## config.mk

```make
export PLATFORM = sky130hd
export DESIGN_NAME = reg_lock_scoreboard
export DESIGN_NICKNAME = d
export VERILOG_FILES = /design/src/rtl/lockbit_pkg.sv /design/src/rtl/lockbit_ctrl.sv /design/src/rtl/lockbit_store.sv /design/src/rtl/reg_lock_scoreboard.sv
export SDC_FILE = /design/constraint.sdc
export NUM_CORES = 1
export LEC_CHECK = 0
export ABC_AREA = 1
export BUFFER_PORTS_ARGS = -buffer_cell sky130_fd_sc_hd__buf_2
export CORE_UTILIZATION = 51
export CTS_CLUSTER_SIZE = 12
export DETAILED_ROUTE_END_ITERATION = 7
export GPL_TIMING_DRIVEN = 0
export HOLD_SLACK_MARGIN = 0.15
export MAX_ROUTING_LAYER = met4
export PLACE_DENSITY = 0.77
export SETUP_SLACK_MARGIN = 0.02
export SYNTH_ARGS = -nofsm -noshare
export SYNTH_HDL_FRONTEND = slang
export SYNTH_SLANG_ARGS = --single-unit
```

## constraint.sdc

```tcl
create_clock -name clk -period 2.3 [get_ports clk]
set_input_delay 0.23 -clock clk [delete_from_list [all_inputs] [get_ports clk]]
set_output_delay 0.23 -clock clk [all_outputs]
set_load 0.01 [all_outputs]
```

## src/rtl/lockbit_pkg.sv

```systemverilog
package lockbit_pkg;

  // Strobes from the control module to the lock-bit storage.
  typedef struct packed {
    logic setEn;  // lock issueDest at the next edge
    logic clrEn;  // release wbDest at the next edge
  } lockStrobes_t;

endpackage

```

## src/rtl/lockbit_ctrl.sv

```systemverilog
module lockbit_ctrl
  import lockbit_pkg::*;
#(
  parameter int NUM_REGS = 32,
  localparam int IDX_W = (NUM_REGS > 1) ? $clog2(NUM_REGS) : 1
) (
  input  logic                clk,
  input  logic                rst_n,
  input  logic                issueValid,
  input  logic                issueUseA,
  input  logic [IDX_W-1:0]    issueSrcA,
  input  logic                issueUseB,
  input  logic [IDX_W-1:0]    issueSrcB,
  input  logic                issueWritesDest,
  input  logic [IDX_W-1:0]    issueDest,
  input  logic                wbValid,
  input  logic [NUM_REGS-1:0] lockVec,
  output logic                stall,
  output lockStrobes_t        strobes
);

  logic srcALocked;
  logic srcBLocked;
  logic destLocked;

  // Look up a register's lock bit. Out-of-range numbers count as free.
  function automatic logic lookup(input logic [NUM_REGS-1:0] vec,
                                  input logic [IDX_W-1:0] idx);
    logic hit;
    hit = 1'b0;
    for (int i = 0; i < NUM_REGS; i++) begin
      if (idx == IDX_W'(i)) hit = vec[i];
    end
    return hit;
  endfunction

  always_comb begin
    srcALocked = issueUseA && lookup(lockVec, issueSrcA);
    srcBLocked = issueUseB && lookup(lockVec, issueSrcB);
    destLocked = issueWritesDest && lookup(lockVec, issueDest);
    stall      = issueValid && (srcALocked || srcBLocked || destLocked);
  end

  always_comb begin
    strobes.setEn = issueValid && issueWritesDest && !stall;
    strobes.clrEn = wbValid;
  end

  // a held instruction never raises the lock strobe.
  a_r7_stall_blocks_set: assert property (@(posedge clk) disable iff (!rst_n)
    (issueValid && stall) |-> !strobes.setEn);

  // with no instruction present nothing is held.
  a_r6_idle_no_stall: assert property (@(posedge clk) disable iff (!rst_n)
    !issueValid |-> !stall);

  // an accepted writer always found its destination unlocked.
  a_r5_set_on_free: assert property (@(posedge clk) disable iff (!rst_n)
    strobes.setEn |-> !lockVec[issueDest]);

endmodule

```

## src/rtl/lockbit_store.sv

```systemverilog
module lockbit_store
  import lockbit_pkg::*;
#(
  parameter int NUM_REGS = 32,
  localparam int IDX_W = (NUM_REGS > 1) ? $clog2(NUM_REGS) : 1
) (
  input  logic                clk,
  input  logic                rst_n,
  input  lockStrobes_t        strobes,
  input  logic [IDX_W-1:0]    setIdx,
  input  logic [IDX_W-1:0]    clrIdx,
  output logic [NUM_REGS-1:0] lockVec
);

  logic [NUM_REGS-1:0] lockQ;

  for (genvar g = 0; g < NUM_REGS; g++) begin : g_bit
    logic hitSet;
    logic hitClr;
    assign hitSet = strobes.setEn && (setIdx == IDX_W'(g));
    assign hitClr = strobes.clrEn && (clrIdx == IDX_W'(g));

    always_ff @(posedge clk or negedge rst_n) begin
      if (!rst_n) begin
        lockQ[g] <= 1'b0;
      end else if (hitSet) begin
        lockQ[g] <= 1'b1;       // lock takes priority over release
      end else if (hitClr) begin
        lockQ[g] <= 1'b0;
      end
    end
  end

  assign lockVec = lockQ;

  // right after reset is released no register is locked.
  a_r1_reset_clear: assert property (@(posedge clk)
    $rose(rst_n) |-> (lockVec == '0));

  // an accepted lock is visible after the edge.
  a_r2_set_visible: assert property (@(posedge clk) disable iff (!rst_n)
    strobes.setEn |=> lockVec[$past(setIdx)]);

  // a release not overridden by a lock clears its bit.
  a_r3_release_clears: assert property (@(posedge clk) disable iff (!rst_n)
    (strobes.clrEn && !(strobes.setEn && setIdx == clrIdx))
      |=> !lockVec[$past(clrIdx)]);

  // same-register lock and release leaves the register locked.
  a_r8_lock_wins: assert property (@(posedge clk) disable iff (!rst_n)
    (strobes.setEn && strobes.clrEn && setIdx == clrIdx)
      |=> lockVec[$past(setIdx)]);

  // with no strobe the lock bits hold.
  a_r10_hold_quiet: assert property (@(posedge clk) disable iff (!rst_n)
    (!strobes.setEn && !strobes.clrEn) |=> $stable(lockVec));

endmodule

```

## src/rtl/reg_lock_scoreboard.sv

```systemverilog
module reg_lock_scoreboard
  import lockbit_pkg::*;
#(
  parameter int NUM_REGS = 32,
  localparam int IDX_W = (NUM_REGS > 1) ? $clog2(NUM_REGS) : 1
) (
  input  logic                clk,
  input  logic                rst_n,
  input  logic                issueValid,
  input  logic                issueUseA,
  input  logic [IDX_W-1:0]    issueSrcA,
  input  logic                issueUseB,
  input  logic [IDX_W-1:0]    issueSrcB,
  input  logic                issueWritesDest,
  input  logic [IDX_W-1:0]    issueDest,
  input  logic                wbValid,
  input  logic [IDX_W-1:0]    wbDest,
  output logic                stall,
  output logic [NUM_REGS-1:0] lockVec
);

  lockStrobes_t strobes;

  lockbit_ctrl #(.NUM_REGS(NUM_REGS)) uCtrl (
    .clk             (clk),
    .rst_n           (rst_n),
    .issueValid      (issueValid),
    .issueUseA       (issueUseA),
    .issueSrcA       (issueSrcA),
    .issueUseB       (issueUseB),
    .issueSrcB       (issueSrcB),
    .issueWritesDest (issueWritesDest),
    .issueDest       (issueDest),
    .wbValid         (wbValid),
    .lockVec         (lockVec),
    .stall           (stall),
    .strobes         (strobes)
  );

  lockbit_store #(.NUM_REGS(NUM_REGS)) uStore (
    .clk     (clk),
    .rst_n   (rst_n),
    .strobes (strobes),
    .setIdx  (issueDest),
    .clrIdx  (wbDest),
    .lockVec (lockVec)
  );

  // a stalled instruction sees the same lock bits until the next edge.
  a_r11_stall_from_state: assert property (@(posedge clk) disable iff (!rst_n)
    (issueValid && issueUseA && lockVec[issueSrcA]) |-> stall);

endmodule

```

==> impl_metrics.toml, run 1 <==
[status]
status = "complete, but fails checks"
violations = "negative setup slack"

[routing]
ant_nets = 0
first_pass_iters = 5
routed_wl_um = 12200
via_per_inst = 5.95
drtIter0Drc = 284
wl_per_cell_um = 17.9
num_vias = 4037
drc = 0

[synth]
yosys_warnings = 0
synth.top_cell.area_share = 0.257
synth_area_leaders = "dfrtp_1, nand2_1, nand4_1"
ys_async_sr_fraction = 1.00
syn-num-nets = 557
synth_common_cells = "nand2_1, inv_1, nand4_1"
yosys.area.top_type = "dfrtp_1"
avgSynthCellArea_um2 = 5.88
syn_area_um2 = 3110
synth-edff-count = 0
synth_seq_area_share = 0.257
ys_types = 31
synth_ff_type = "dfrtp_1"
synth_most_common_cell = "nand2_1"
ys_seq_elements = 32
synth_cells = 530

[floorplan]
die_y_um = 80.1
core_area_um2 = 5920
num_io_pins = 60
dieArea_um2 = 6420
die_w_um = 80.1
fp-row-count = 28
start_util = 0.526

[worst_hold_path]
hold_class = "in -> reg"

[clocking]
cts_buffers = 5
cts-htree-levels = 2
cts_tree = "yes"
clk_pin_slew_worst_paths_ns = 0.07
clkLatencyLatePin_ns = 0.29
root_buffer = "clkbuf_8"
cts.sinks = 32
cts_buffer_depth = 2

[timing]
setup_viol = 33
fmax_mhz = 348
slew_viol_final = 0
tightest_slew_ns = 0.736
finalHoldViolCount = 0
rsz0062_at_grt = "true"
setup_slack_ns = -0.571
skew_ns = 0.00349
fin_crit_ns = 2.87
tns_ns = -15.32
slew_headroom = 0.509
finalCritPeriodShare = 1.25

[global_routing]
grt_util_met3 = 0.0625
grt_max_degree = 33
use_met2 = 0.664
gr-total-overflow = 0
grt_pass1_wl_um = 18500
grtUsageMet1 = 0.494
grt_pass1_vias = 3563
grt_usage = 0.402
antenna_found_initial = 0
grt_busiest_layer = "met2"

[pwr]
p_leak_nw = 1.96
ir_drop_mv = 0.428
power_density_nw_per_um2 = 554

[final_layout]
layout-drive-gt1-share = 0.200
num_antenna_cells = 0
nNetsFinal = 631
stdcell_area_um2 = 3820
area_delta_synth_final_pct = 22.5
largest_reg_flops = 32

[critical_path]
start_kind = "flip-flop"
cp_max_fo = 3
required_ns = 2.07
worstPathArrival_ns = 2.64
critPathCaptureType = "output port"
path_class = "reg -> out"

[placement]
numPortBuffers = 55
dpl_cell_area_um2 = 3520
dpl.hpwl_um = 9120
globalplace.congestion = 0.999

[flow_run]
maxCapViolCount = 0
## logic make-up (layout without fill, tap and decap cells)
family | after synthesis | after routing | synth area share
AOI/OAI and AO/OA | 62 | 62 | 0.119
buffers and inverters | 103 | 177 | 0.140
DFF | 32 | 32 | 0.257
and+or+nand+nor | 333 | 333 | 0.484
## stage by stage
stage	utilization	instances	worst slack, ns	power [mW]	hold slack, ns
final	0.645	679	-0.571	2.11	0.310
after global routing	0.645	679	-0.830	2.21	0.344
after CTS	0.624	674	-0.549	2.02	0.314
after detailed placement	0.594	660	-0.660	1.51	0.338
after global placement	0.594	660	-0.629	1.51	0.315
after floorplan	-	530	0.0352	1.16	-0.0656
## path summary, 6_finish.rpt
path / startpoint / to / slack [ns] / depth (start not counted)
max: uStore.lockVec[2] / stall / -0.57 / 24
min: issueDest[4] / uStore.lockVec[4] / 0.31 / 4
max reg2reg: uStore.lockVec[0] / uStore.lockVec[0] / -0.53 / 32
min reg2reg: uStore.lockVec[11] / uStore.lockVec[11] / 0.54 / 2
max in group asynchronous: rst_n / uStore.lockVec[1] / 1.24 / 2
min in group asynchronous: rst_n / uStore.lockVec[28] / 0.54 / 2
## area by class of cell
type / count / area (µm²)
Clock buffer: 7 / 96.3
Fill cell: 590 / 2100
Multi-Input combinational cell: 395 / 1920
Timing Repair Buffer: 67 / 430
Tap cell: 75 / 93.8
Buffer: 22 / 165
Sequential cell: 32 / 803
Inverter: 81 / 307
## per-layer routing
| metal | vias to the layer above | wire, µm |
|---|---|---|
| met5 | - | 0 |
| met4 | 0 | 464 |
| met3 | 38 | 1020 |
| met2 | 226 | 5700 |
| met1 | 1851 | 5000 |
| li1 | 1922 | - |
## layout by cell type, fill, tap and decap left out, types with 5 or more instances in the layout
master and count:
nand2_1 160, inv_1 74, nand4_1 61, buf_2 57, nor2_1 41, o21ai_0 36
nand3_1 31, dfrtp_1 30, nor3_1 14, nor2_2 13, clkbuf_8 7, buf_6 6
buf_4 6, buf_1 5, clkbuf_1 5, buf_8 5
## what timing repair did
| action | 4_1_cts | 5_1_grt |
|---|---|---|
| cloned | 3 | 2 |
| hold buffers | 1 | 0 |
| setup buffers | 3 | 3 |
| pin swaps | 3 | 8 |
| gates resized for setup | 12 | 13 |
| endpoints found under the hold margin | 32 | 0 |
| endpoints found under the setup margin | 33 | 33 |
## worst max-delay path: stages, from the launching register on
cell      delay, ns
dfrtp_1        0.39
inv_2          0.11
buf_4          0.12
nand2_1        0.04
nand2_1        0.06
nand2_1        0.05
nand2_1        0.07
nand3_1        0.06
nand2_1        0.06
nand4_1        0.09
nor2_2         0.14
nand3_1        0.08
nand2_1        0.06
nand3_1        0.06
nand2_1        0.06
nand3_1        0.08
nand2_2        0.09
nand4_1        0.08
nor2_1         0.11
nand4_1        0.08
nand2_1        0.11
nand3_1        0.09
nand2_2        0.10
a21boi_2       0.05
buf_2          0.13
## where the power goes
| group | switching (mW) | internal, mW |
|---|---|---|
| registers | 0.183 | 0.664 |
| logic | 0.482 | 0.301 |
| clock network | 0.216 | 0.267 |
Note: power is estimated with default switching activity, not from simulation.
==> run 2: changes to the inputs <==
--- a/config.mk
+++ b/config.mk
@@ -6,14 +6,15 @@
 export NUM_CORES = 1
 export LEC_CHECK = 0
 export ABC_AREA = 1
-export BUFFER_PORTS_ARGS = -buffer_cell sky130_fd_sc_hd__buf_2
-export CORE_UTILIZATION = 51
+export CORE_MARGIN = 10
+export CORE_UTILIZATION = 59
 export CTS_CLUSTER_SIZE = 12
 export DETAILED_ROUTE_END_ITERATION = 7
+export DONT_BUFFER_PORTS = 1
 export GPL_TIMING_DRIVEN = 0
 export HOLD_SLACK_MARGIN = 0.15
 export MAX_ROUTING_LAYER = met4
-export PLACE_DENSITY = 0.77
+export PLACE_DENSITY = 0.78
 export SETUP_SLACK_MARGIN = 0.02
 export SYNTH_ARGS = -nofsm -noshare
 export SYNTH_HDL_FRONTEND = slang
==> run 2 against run 1 <==
  * Non-clock buffer count down 56
  * Utilization up 3.8 points
  * Global-route usage down 11 points
  * The run still ends with negative setup slack left
  * Sequential power up 10%
  * Highest routed layer unchanged
  * Wire length up 3.3%
  * Final area down 8.7%
==> impl_metrics.toml, run 2 (synthesis results as in run 1) <==
[status]
status = "complete, but fails checks"
violations = "negative setup slack"

[final_layout]
nNetsFinal = 575
layout-drive-gt1-share = 0.122
largest_reg_flops = 32
final_cells = 619
final_cell_mix = "nand2_1, inv_1, nand4_1"
area_delta_synth_final_pct = 11.9
stdcell_area_um2 = 3490
final_common_cell = "nand2_1"
fillers = 493
num_antenna_cells = 0

[placement]
dpl.hpwl_um = 9470
place_ws_ns = -0.585
numPortBuffers = 0
globalplace.congestion = 1.05
placed_cells_incl_taps = 600
dpl_cell_area_um2 = 3240

[critical_path]
cp.depth = 28
path_buf_inv = 1
critical_path.top_delay_family = "simple AND/OR/NAND/NOR gates"
r2r_start = "uStore.lockVec[0]"
slowest_delay_ns = 0.49
reg2reg_setup_slack_ns = -0.55
worstPathArrival_ns = 2.65
ff2ff_path_depth = 31
critPathLaunch = "uStore.lockVec[0]"
critical_path.slowest_cell = "dfrtp_2"
start_kind = "flip-flop"
required_ns = 2.07
r2r-end = "uStore.lockVec[23]"
critPathCaptureType = "output port"
endpoint = "stall"
cp_common_cell = "nand2_1"
path_class = "reg -> out"
cp_max_fo = 5

[pwr]
finalPower_mw = 2.02
p_leak_nw = 1.69
netSwitchingPower_mw = 0.854
pwr-share-clk = 0.266
p_int_mw = 1.17
power_density_nw_per_um2 = 580
pwr-share-seq = 0.462
ir_drop_mv = 0.596
switching_share = 0.422
comb_power_share = 0.273

[floorplan]
fp-row-count = 26
die_y_um = 92.7
core_area_um2 = 5110
num_io_pins = 60
start_util = 0.610
dieArea_um2 = 8580
die_w_um = 92.7

[timing]
fmax_mhz = 347
rsz0062_at_grt = "true"
finalHoldViolCount = 0
tightest_slew_ns = 0.512
fin_crit_ns = 2.88
setup_slack_ns = -0.580
skew_ns = 0.00834
setup_viol = 33
slew_viol_final = 0
finalCritPeriodShare = 1.25
whs_ns = 0.190
slew_headroom = 0.659

[clocking]
cts-htree-levels = 2
cts_buffers = 5
clkLatencyLatePin_ns = 0.29
cts_tree = "yes"
root_buffer = "clkbuf_8"
cts_buffer_depth = 2
clk_pin_slew_worst_paths_ns = 0.07
cts.sinks = 32

[global_routing]
grt_usage = 0.297
antenna_found_initial = 0
grt_pass1_vias = 3742
grt_max_degree = 33
grt_pass1_wl_um = 19800
gr-total-overflow = 0

[routing]
num_vias = 3923
drtIter0Drc = 451
first_pass_iters = 5
wl_per_cell_um = 20.3
routed_wl_um = 12600
ant_nets = 0
via_per_inst = 6.34
drc = 0

[worst_hold_path]
hold_class = "in -> reg"
worstHoldStart = "wbDest[2]"

[flow_run]
maxCapViolCount = 0
## run 2: tightest hold or removal path: cells and delay by family
kind	cells	cell delay (ns)
and+or+nand+nor	2	0.15
AOI/OAI and AO/OA	1	0.07
## run 2: through the flow
stage	setup TNS, ns	util
4_1_cts	-13.97	0.679
2_1_floorplan	0	-
6_report	-16.98	0.683
3_5_place_dp	-17.42	0.634
5_1_grt	-25.40	0.683
3_3_place_gp	-17.54	0.634
## run 2: cell type report
| type | count | area, µm² | area share |
|---|---|---|---|
| clock buffer | 6 | 72.6 | 0.0208 |
| timing repair buffer | 11 | 105 | 0.0302 |
| inverter | 81 | 307 | 0.0879 |
| multi-input combinational | 395 | 1920 | 0.552 |
| buffer | 22 | 150 | 0.0431 |
| sequential | 32 | 806 | 0.231 |
| tap | 70 | 87.6 | 0.0251 |
| clock inverter | 2 | 35.0 | 0.0101 |
## run 2: power by group through the flow
stage          Combinational (mW)  Sequential [mW]  Clock (mW)
2_1_floorplan               0.350            0.814           0
3_3_place_gp                0.454            0.924           0
3_5_place_dp                0.466            0.927           0
4_1_cts                     0.531            0.918       0.534
5_1_grt                     0.604            0.937       0.557
6_report                    0.552            0.933       0.537
## run 2: per-layer routing
metal | global-route usage | routed length [µm] | vias up
li1 | - | - | 1806
met1 | 0.347 | 4600 | 1788
met2 | 0.492 | 5990 | 279
met3 | 0.0557 | 1530 | 50
met4 | 0.118 | 463 | 0
met5 | - | 0 | -
## run 2: worst min path at each step
stage | end | slack, ns | cells past startpoint
after floorplan | uStore.lockVec[0] | -0.07 | 0
after global placement | uStore.lockVec[30] | -0.06 | 0
after detailed placement | uStore.lockVec[13] | -0.06 | 0
after CTS | uStore.lockVec[31] | 0.20 | 3
after global routing | uStore.lockVec[31] | 0.23 | 3
final | uStore.lockVec[31] | 0.19 | 3
## run 2: timing repair
item,in CTS,in global routing
setup buffers,5,0
pin swaps,4,1
gates resized for setup,15,4
hold endpoints to repair,32,0
setup endpoints to repair,33,33
cloned,4,0
hold buffers,2,0
==> run 3: changes to the inputs <==
--- a/config.mk
+++ b/config.mk
@@ -19,3 +19,4 @@
 export SYNTH_ARGS = -nofsm -noshare
 export SYNTH_HDL_FRONTEND = slang
 export SYNTH_SLANG_ARGS = --single-unit
+export TNS_END_PERCENT = 10
==> run 3 against run 2 <==
  * Combinational power is 2% lower
  * Utilization hardly changed
  * Sequential power is 0.9% lower
  * Critical path depth is 3 lower
  * Largest cell class unchanged
  * Critical path type is now reg -> reg
  * Register-to-register slack better by 0.03 ns
  * First-iteration DRC count is 1.3% higher
  * Largest power group unchanged
  * Clock-buffer cell count is 1 higher
  * The flow still finishes with violations (negative setup slack)
  * Wire length is 4.9% lower
  * Highest routed layer unchanged
  * Final area hardly changed
  * Sequential share of layout area hardly changed
==> impl_metrics.toml, run 3 (synthesis results as in run 1) <==
[placement]
placed_cells_incl_taps = 600
globalplace.congestion = 1.06
place_ws_ns = -0.550
dpl.hpwl_um = 9100
numPortBuffers = 0

[timing]
fin_crit_ns = 2.82
finalHoldViolCount = 0
slew_viol_final = 0
slew_headroom = 0.658
fmax_mhz = 355
whs_ns = 0.177
rsz0062_at_grt = "true"
tightest_slew_ns = 0.513
setup_viol = 33
skew_ns = 0.00764
setup_slack_ns = -0.519
finalCritPeriodShare = 1.23

[routing]
via_per_inst = 6.17
drtIter0Drc = 457
drc = 0
first_pass_iters = 5
wl_per_cell_um = 19.5
ant_nets = 0
num_vias = 3795
routed_wl_um = 12000

[status]
status = "complete, but fails checks"
violations = "negative setup slack"

[final_layout]
area_delta_synth_final_pct = 11.9
multi_input_area_um2 = 1930
regArea_um2 = 806
final_cells = 615
final_common_cell = "nand2_1"
nNetsFinal = 571
largest_reg_flops = 32
fillers = 506
final_cell_mix = "nand2_1, inv_1, nand4_1"
num_antenna_cells = 0
layout-drive-gt1-share = 0.114

[clocking]
cts_tree = "yes"
cts-htree-levels = 2
clkLatencyLatePin_ns = 0.29
clk_pin_slew_worst_paths_ns = 0.07
cts.sinks = 32
cts_buffer_depth = 2
cts_buffers = 5
root_buffer = "clkbuf_8"

[critical_path]
required_ns = 2.53
start_kind = "flip-flop"
path_class = "reg -> reg"
worstPathArrival_ns = 3.05
cp_max_fo = 10
critPathCaptureType = "flip-flop"

[pwr]
finalPower_mw = 2.06
p_leak_nw = 1.68
ir_drop_mv = 0.558
power_density_nw_per_um2 = 593

[global_routing]
grt_util_met3 = 0.0621
grt_busiest_layer = "met2"
grt_usage = 0.283
grtUsageMet1 = 0.340
use_met2 = 0.459
grt_pass1_wl_um = 18900
grt_max_degree = 33
gr-total-overflow = 0
grt_pass1_vias = 3528
antenna_found_initial = 0

[floorplan]
die_w_um = 92.7
die_y_um = 92.7
start_util = 0.610
core_area_um2 = 5110
num_io_pins = 60
dieArea_um2 = 8580
fp-row-count = 26

[flow_run]
maxCapViolCount = 0

[worst_hold_path]
hold_class = "in -> reg"
[run 3: cell types whose count changed in the layout (fill, tap and decap cells not counted), sizes merged]
cell and delta:
clkbuf +2, buf -5, clkinv -1
[run 3: routing by layer]
metal  vias to the layer above  part of all wire
met5                         -                 0
met4                         0             0.031
met3                        49              0.11
met2                       244              0.47
met1                      1699              0.38
li1                       1803                 -
[run 3: power breakdown]
part | internal [mW] | switching, mW | leakage [nW]
combinational | 0.182 | 0.358 | 1.20
clock | 0.382 | 0.217 | 0.0645
sequential | 0.663 | 0.261 | 0.419
total | 1.23 | 0.837 | 1.68
[run 3: layout make-up]
cell class / instances / share of cell area
sequential: 32 / 0.231
buffer: 22 / 0.0409
clock inverter: 1 / 0.00862
clock buffer: 7 / 0.0277
timing repair buffer: 7 / 0.0255
inverter: 81 / 0.0880
multi-input combinational: 395 / 0.553
tap: 70 / 0.0251
[run 3: critical path, stage by stage, from the launching register on]
cell and delay (ns):
dfrtp_2 0.48, nand4_1 0.14, nand3_1 0.09, nand2_1 0.06, nand2_1 0.05, nand2_1 0.07, nand3_1 0.07, nand2_1 0.06
nand4_1 0.08, nor2_1 0.11, nand3_1 0.10, nand2_1 0.08, nand3_1 0.06, nand2_1 0.06, nand3_1 0.06, nand2_1 0.11
nand4_1 0.09, nor2_1 0.10, nand4_1 0.08, nand2_1 0.10, nand3_2 0.07, nand2_2 0.11, buf_4 0.14, buf_4 0.17
nand4_1 0.12, nand2_1 0.11
[run 3: stage by stage]
stage / TNS [ns] / instance area [µm²] / util
after floorplan: 0 / 3150 / -
after global placement: -16.19 / 3230 / 0.633
after detailed placement: -16.45 / 3230 / 0.633
after CTS: -13.11 / 3440 / 0.673
after global routing: -25.98 / 3480 / 0.682
final: -15.20 / 3480 / 0.682
[run 3: final timing paths]
path | startpoint | to | slack (ns) | cells after the start
max | uStore.lockVec[0] | uStore.lockVec[30] | -0.52 | 25
min in group asynchronous | rst_n | uStore.lockVec[29] | 0.40 | 2
max in group asynchronous | rst_n | uStore.lockVec[0] | 1.70 | 2
max reg2reg | uStore.lockVec[0] | uStore.lockVec[30] | -0.52 | 25
min reg2reg | uStore.lockVec[2] | uStore.lockVec[2] | 0.60 | 2
min | wbDest[1] | uStore.lockVec[31] | 0.18 | 3
[run 3: timing repair]
| action | CTS | global route |
|---|---|---|
| setup buffers | 2 | 1 |
| setup endpoints to repair | 33 | 33 |
| pin swaps | 2 | 1 |
| hold buffers | 2 | 0 |
| cloned | 1 | 1 |
| gates resized for setup | 10 | 3 |
| hold endpoints to repair | 32 | 0 |
